$ cat src/rtl/rxto_pkg.sv
package rxto_pkg;
   localparam int unsigned HALF_W = 5;
   typedef logic [HALF_W-1:0] halves_t;
   localparam int unsigned MIN_FRAME_HALVES = 14;
   localparam int unsigned MAX_FRAME_HALVES = 24;

   typedef struct packed {
      logic [1:0] size_code;
      logic       parity_on;
      logic       long_stop;
   } char_fmt_t;
endpackage

$ cat src/rtl/rxto_frame_len.sv
module rxto_frame_len
   import rxto_pkg::*;
#(
   parameter int unsigned MIN_DATA_BITS    = 5,
   parameter bit          HALF_STOP_ON_MIN = 1'b1
) (
   input  char_fmt_t fmt,
   output halves_t   len_halves
);
   localparam int unsigned MAX_BODY = 1 + MIN_DATA_BITS + 3 + 1;

   if (MIN_DATA_BITS < 1) begin : g_bad_bits
      $error("rxto_frame_len: MIN_DATA_BITS must be positive");
   end
   if (2 * MAX_BODY + 4 >= (1 << HALF_W)) begin : g_bad_width
      $error("rxto_frame_len: frame length does not fit in halves_t");
   end

   logic [HALF_W-1:0] body_bits;
   logic [2:0]        stop_halves;

   if (HALF_STOP_ON_MIN) begin : g_half_stop
      always_comb begin
         if (!fmt.long_stop)               stop_halves = 3'd2;
         else if (fmt.size_code == 2'd0)   stop_halves = 3'd3;
         else                              stop_halves = 3'd4;
      end
   end else begin : g_whole_stop
      always_comb stop_halves = fmt.long_stop ? 3'd4 : 3'd2;
   end

   always_comb begin
      body_bits  = HALF_W'(1 + MIN_DATA_BITS) + HALF_W'(fmt.size_code)
                 + HALF_W'(fmt.parity_on);
      len_halves = HALF_W'({body_bits, 1'b0}) + HALF_W'(stop_halves);
   end
endmodule

$ cat src/rtl/rxto_half_accum.sv
module rxto_half_accum
   import rxto_pkg::*;
#(
   parameter int unsigned TICK_HALVES = 2
) (
   input  logic    clk,
   input  logic    rst_n,
   input  logic    bit_tick,
   input  logic    restart,
   input  logic    hold,
   input  logic    expire,
   input  halves_t len_halves,
   output logic    frame_step
);
   localparam int unsigned SUM_W = HALF_W + 1;

   if (TICK_HALVES < 1 || TICK_HALVES >= MIN_FRAME_HALVES) begin : g_bad_tick
      $error("rxto_half_accum: TICK_HALVES out of range");
   end

   halves_t          acc_q;
   logic [SUM_W-1:0] sum;
   logic             wrap;

   always_comb begin
      sum        = {1'b0, acc_q} + SUM_W'(TICK_HALVES);
      wrap       = sum >= {1'b0, len_halves};
      frame_step = bit_tick && !restart && !hold && wrap;
   end

   always_ff @(posedge clk or negedge rst_n) begin
      if (!rst_n) begin
         acc_q <= '0;
      end else if (restart || expire) begin
         acc_q <= '0;
      end else if (!hold && bit_tick) begin
         acc_q <= wrap ? HALF_W'(sum - {1'b0, len_halves}) : HALF_W'(sum);
      end
   end

   assert_restart_zero_R1 : assert property (@(posedge clk) disable iff (!rst_n)
      restart |=> acc_q == '0);
   assert_hold_freezes_R6 : assert property (@(posedge clk) disable iff (!rst_n)
      (hold && !restart) |=> acc_q == $past(acc_q));
   assert_acc_bounded_R5 : assert property (@(posedge clk) disable iff (!rst_n)
      acc_q < HALF_W'(MAX_FRAME_HALVES));
endmodule

$ cat src/rtl/rxto_frame_tally.sv
module rxto_frame_tally #(
   parameter int unsigned CNT_W        = 8,
   parameter bit          ZERO_IS_FULL = 1'b1
) (
   input  logic             clk,
   input  logic             rst_n,
   input  logic             frame_step,
   input  logic             restart,
   input  logic [CNT_W-1:0] frame_limit,
   output logic             expire
);
   localparam int unsigned FR_W = CNT_W + 1;

   if (CNT_W < 1 || CNT_W > 16) begin : g_bad_cnt
      $error("rxto_frame_tally: CNT_W out of range");
   end

   logic [FR_W-1:0] limit;
   logic [FR_W-1:0] frames_q;

   if (ZERO_IS_FULL) begin : g_zero_full
      always_comb limit = (frame_limit == '0) ? FR_W'(1) << CNT_W
                                              : FR_W'(frame_limit);
   end else begin : g_zero_one
      always_comb limit = (frame_limit == '0) ? FR_W'(1) : FR_W'(frame_limit);
   end

   always_comb expire = frame_step && ((frames_q + FR_W'(1)) == limit);

   always_ff @(posedge clk or negedge rst_n) begin
      if (!rst_n) begin
         frames_q <= '0;
      end else if (restart || expire) begin
         frames_q <= '0;
      end else if (frame_step) begin
         frames_q <= frames_q + FR_W'(1);
      end
   end

   assert_restart_frames_R2 : assert property (@(posedge clk) disable iff (!rst_n)
      restart |=> frames_q == '0);
   assert_frame_advance_R3 : assert property (@(posedge clk) disable iff (!rst_n)
      (frame_step && !restart && !expire) |=> frames_q == $past(frames_q) + FR_W'(1));
endmodule

$ cat src/rtl/rxto_flag.sv
module rxto_flag (
   input  logic clk,
   input  logic rst_n,
   input  logic expire,
   input  logic clr,
   output logic flag_q
);
   always_ff @(posedge clk or negedge rst_n) begin
      if (!rst_n)      flag_q <= 1'b0;
      else if (expire) flag_q <= 1'b1;
      else if (clr)    flag_q <= 1'b0;
   end

   assert_flag_sticky_R6 : assert property (@(posedge clk) disable iff (!rst_n)
      (flag_q && !clr) |=> flag_q);
   assert_flag_clears_R6 : assert property (@(posedge clk) disable iff (!rst_n)
      (clr && !expire) |=> !flag_q);
   assert_set_wins_R7 : assert property (@(posedge clk) disable iff (!rst_n)
      expire |=> flag_q);
endmodule

$ cat src/rtl/uart_rx_idle_timer.sv
module uart_rx_idle_timer
   import rxto_pkg::*;
#(
   parameter int unsigned CNT_W       = 8,
   parameter int unsigned TICK_HALVES = 2
) (
   input  logic             clk,
   input  logic             rst_n,
   input  logic             fifo_nonempty,
   input  logic             char_rx,
   input  logic [1:0]       size_code,
   input  logic             parity_en,
   input  logic             long_stop,
   input  logic             bit_tick,
   input  logic [CNT_W-1:0] frame_limit,
   input  logic             flag_clr,
   output logic             timeout_flag
);
   char_fmt_t fmt;
   halves_t   len_halves;
   logic      restart;
   logic      frame_step;
   logic      expire;

   always_comb begin
      fmt     = '{size_code: size_code, parity_on: parity_en, long_stop: long_stop};
      restart = !fifo_nonempty || char_rx;
   end

   rxto_frame_len #(.MIN_DATA_BITS(5), .HALF_STOP_ON_MIN(1'b1)) u_len (
      .fmt        (fmt),
      .len_halves (len_halves)
   );

   rxto_half_accum #(.TICK_HALVES(TICK_HALVES)) u_accum (
      .clk        (clk),
      .rst_n      (rst_n),
      .bit_tick   (bit_tick),
      .restart    (restart),
      .hold       (timeout_flag),
      .expire     (expire),
      .len_halves (len_halves),
      .frame_step (frame_step)
   );

   rxto_frame_tally #(.CNT_W(CNT_W), .ZERO_IS_FULL(1'b1)) u_tally (
      .clk         (clk),
      .rst_n       (rst_n),
      .frame_step  (frame_step),
      .restart     (restart),
      .frame_limit (frame_limit),
      .expire      (expire)
   );

   rxto_flag u_flag (
      .clk    (clk),
      .rst_n  (rst_n),
      .expire (expire),
      .clr    (flag_clr),
      .flag_q (timeout_flag)
   );

   assert_rise_needs_data_R1 : assert property (@(posedge clk) disable iff (!rst_n)
      $rose(timeout_flag) |-> $past(fifo_nonempty && !char_rx));
   assert_len_legal_R5 : assert property (@(posedge clk) disable iff (!rst_n)
      len_halves >= HALF_W'(MIN_FRAME_HALVES) && len_halves <= HALF_W'(MAX_FRAME_HALVES));
endmodule

$ cat config.mk
export PLATFORM = sky130hd
export DESIGN_NAME = uart_rx_idle_timer
export DESIGN_NICKNAME = d
export VERILOG_FILES = /design/src/rtl/rxto_pkg.sv /design/src/rtl/rxto_frame_len.sv /design/src/rtl/rxto_half_accum.sv /design/src/rtl/rxto_frame_tally.sv /design/src/rtl/rxto_flag.sv /design/src/rtl/uart_rx_idle_timer.sv
export SDC_FILE = /design/constraint.sdc
export NUM_CORES = 1
export LEC_CHECK = 0
export BUFFER_PORTS_ARGS = -buffer_cell sky130_fd_sc_hd__buf_2
export CAP_MARGIN = 0
export CORE_MARGIN = 10
export CORE_UTILIZATION = 40
export DETAILED_ROUTE_END_ITERATION = 12
export MAX_ROUTING_LAYER = met4
export PLACE_DENSITY = 0.61
export SYNTH_ARGS = -nofsm -noshare
export SYNTH_HDL_FRONTEND = slang
export SYNTH_SLANG_ARGS = --single-unit
$ cat constraint.sdc
create_clock -name clk -period 3.45 [get_ports clk]
set_clock_uncertainty 0.1 [all_clocks]
set_input_delay 0.69 -clock clk [delete_from_list [all_inputs] [get_ports clk]]
set_output_delay 0.69 -clock clk [all_outputs]
set_load 0.01 [all_outputs]
==> out/results.ini <==
[outcome]
status=finished, final reports clean

[clocking]
number_of_levels_in_the_clock_h_tree=1
cts.root.buffer_cell=sky130_fd_sc_hd__clkbuf_4
number_of_cts_inserted_buffers=3
tritoncts=done
clock_latency_ns=0.28
clock_path_buffers=2
cts.sink_count=15
clkSlewWorstSetupHoldPaths_ns=0.09
cts_setup_buffers=0

[layout]
final_cell_area_um2=1580
areaGrowthSynthToFinish_pct=14.40
nNetsFinal=215
insertedDiodeCount=0
mostFrequentLayoutCells=18 x sky130_fd_sc_hd__buf_2, 17 x sky130_fd_sc_hd__nand2_1, 15 x sky130_fd_sc_hd__dfrtp_1, 14 x sky130_fd_sc_hd__nor2_1, 13 x sky130_fd_sc_hd__inv_1
drive_above_1_share_pct=19.13
utilization_after_layout_pct=47.36
commonest_non_fill_non_tap_cell_in_the_layout=sky130_fd_sc_hd__buf_2

[floorplan]
num_io_pins=19
effective_utilization_at_floorplan_pct=41.39
design.die.area_um2=6204
die_h_um=78.77
std_cell_core_area_um2=3337
die_width_um=78.77
placement_row_count=21

[synth]
async_flop_share_pct=100.0
mappedNetlistArea_um2=1381
synth.top_cell.area_share_pct=27.17
synth_enable_flop_cells=0
synthesis.yosys.warnings=0
synth_cells=159
yosys.cell_types.count=44
synth-main-ff-cell=sky130_fd_sc_hd__dfrtp_1
postSynthRegisterBits=15
synth_area_leader_cell=sky130_fd_sc_hd__dfrtp_1
yosysSeqAreaShare_pct=27.17
postSynthNetCount=190
synth.avg_cell_area_um2=8.688
ys_top_cells_by_area=sky130_fd_sc_hd__dfrtp_1 27%, sky130_fd_sc_hd__ha_1 10%, sky130_fd_sc_hd__xor2_1 7.0%

[critical_path]
startpoint_type=input pin
worst_path_largest_cell_delay_ns=0.55
crit_required_ns=3.55
timing_worst_setup_path_type=input pin to register
worst_ep_arrival_time_ns=3.36
critPathMostFrequentCell=sky130_fd_sc_hd__ha_1
worstPathMaxFanout=4
critical_path_buf_inv_count=3
path_cells=buf_2 -> ha_1 -> inv_1 -> ha_1 -> inv_1 -> fa_1 -> xnor2_1 -> ha_1 -> nand3_1 -> o21ai_2 -> nand2b_1 -> nand2_1 -> or4_1 -> o21ai_0
critPathCaptureType=register
path_delay_family=adder cells
critical-path-slowest-cell=sky130_fd_sc_hd__or4_1

[sta]
timing_max_transition_violations_final=0
clock.fmax_mhz=306.6
layout_setup_ws_ns=0.1887
finalHoldViolCount=0
grt_setup_unrepaired=false
worst_pin_slew_ns=0.4230
setup_violations=0
max_slew_margin_pct=71.80
post-route-min-period_ns=3.261
fin_crit_sh_pct=94.53
setup_tns_ns=0

[place]
place_ws_ns=-0.1266
placement.io_buffers=18
dp.final_hpwl_um=2630
placed_area_um2=1549
gp_congestion=0.8755

[pwr]
seq_power_share_pct=40.9
power_frac_clock_pct=21.4
cellInternalPower_uw=300.6
power_leakage_nw=0.7152
report.power.total_uw=444.4
comb_power_share_pct=37.7
sw_frac_of_total_pct=32.36
power-per-cell-area_nw_per_um2=281.2
vdd_ir_drop_max_uv=186.1
power.net_switching_uw=143.8

[global_route]
grt_first_pass_wirelength_um=5492
global_route.overflow_total=0
maximum_number_of_pins_on_one_net_before_global_route_repair=16
grtUsageTotal_pct=10.77
grt_pass1_vias=1261
antenna_found_initial=0

[detailed_routing]
route.detailed.wl_per_inst_um=13.37
drtPass1Iterations=4
drc=0
final_antenna_net_count=0
route.vias.total=1228
detail_route.iter0.violations=36
postRouteWirelength_um=3061
via_per_inst=5.362

[min_path]
timing.hold.worst.class=input pin to async pin

[flow_run]
cap_violations=0

## timing repair
item                       CTS  global route
setup endpoints to repair    0             1
hold buffers                 0             0
gates resized for setup      0             1
## final timing paths
path	cells past startpoint	end	startpoint	slack, ns
worst max-delay path	14	u_flag.flag_q	size_code[0]	0.19
worst min-delay path	1	u_tally.frames_q[2]	rst_n	0.19
worst max register to register	9	u_flag.flag_q	u_accum.acc_q[1]	0.91
worst min register to register	2	u_accum.acc_q[2]	u_accum.acc_q[2]	0.45
max in group asynchronous	1	u_tally.frames_q[8]	rst_n	2.81
min in group clk	2	u_accum.acc_q[2]	u_accum.acc_q[2]	0.45
## sequential cells by signal, summed over array words and instances (netlist names)
signal and cells:
u_accum.acc_q 5, u_flag.flag_q 1, u_tally.frames_q 9
## metrics by stage
step / std cells / hold slack, ns
2_1_floorplan: 159 / 0.2944
3_3_place_gp: 225 / 0.4319
3_5_place_dp: 225 / 0.4476
4_1_cts: 229 / 0.1946
5_1_grt: 229 / 0.1940
6_report: 229 / 0.1858
## synth_stat cells, drive strengths merged (2+ instances only)
master,number
nor4,4
xnor2,9
a21o,2
fa,2
nor3,4
o21a,3
nand3,5
nor2b,3
nand2,17
inv,13
o21ai,6
ha,11
o211ai,2
buf,4
xor2,11
a211oi,3
dfrtp,15
a21oi,5
a211o,2
nor2,14
nand2b,2
a31oi,5
## power groups by stage
stage               registers, mW  logic, mW  clock network [mW]
floorplan                   0.184      0.110                   0
CTS                         0.182      0.166              0.0994
global placement            0.185      0.160                   0
global route                0.182      0.186               0.112
detailed placement          0.185      0.164                   0
finish                      0.182      0.167              0.0953
## worst register-to-register path, stage by stage, from the launching register on
cell and delay, ns:
sky130_fd_sc_hd__dfrtp_1 0.43, sky130_fd_sc_hd__ha_1 0.28, sky130_fd_sc_hd__xor2_1 0.16, sky130_fd_sc_hd__ha_1 0.31, sky130_fd_sc_hd__nand3_1 0.10, sky130_fd_sc_hd__o21ai_2 0.18, sky130_fd_sc_hd__nand2b_1 0.16, sky130_fd_sc_hd__nand2_1 0.11
sky130_fd_sc_hd__or4_1 0.55, sky130_fd_sc_hd__o21ai_0 0.08
## metal layers
layer	track usage [%]	vias up	share of wire (%)	wire length [um]
li1	-	605	-	-
met1	12.67	587	45	1391
met2	17.85	32	49	1507
met3	2.365	4	4.2	129
met4	3.584	0	1.0	32
met5	-	-	0	0
## final cells by class
cell class                 count  area (um2)
timing repair buffer          25       142.6
tap                           46       57.56
clock inverter                 1       5.005
multi-input combinational    126       928.4
fill                         334        1757
clock buffer                   3       22.52
inverter                      13       48.80
sequential                    15       375.4
## cells by family (layout without fill, tap and decap cells)
kind of cell               after synthesis  after routing  synth area share, %
and+or+nand+nor                         57             57                20.74
AOI/OAI and AO/OA                       34             34                18.21
xor gates and xnor gates                21             21                14.40
buffers and inverters                   18             42                5.888
DFF                                     15             15                27.17
adders and majority gates               13             13                12.86
muxes                                    1              1               0.7247
(Power assumes the default switching activity.)
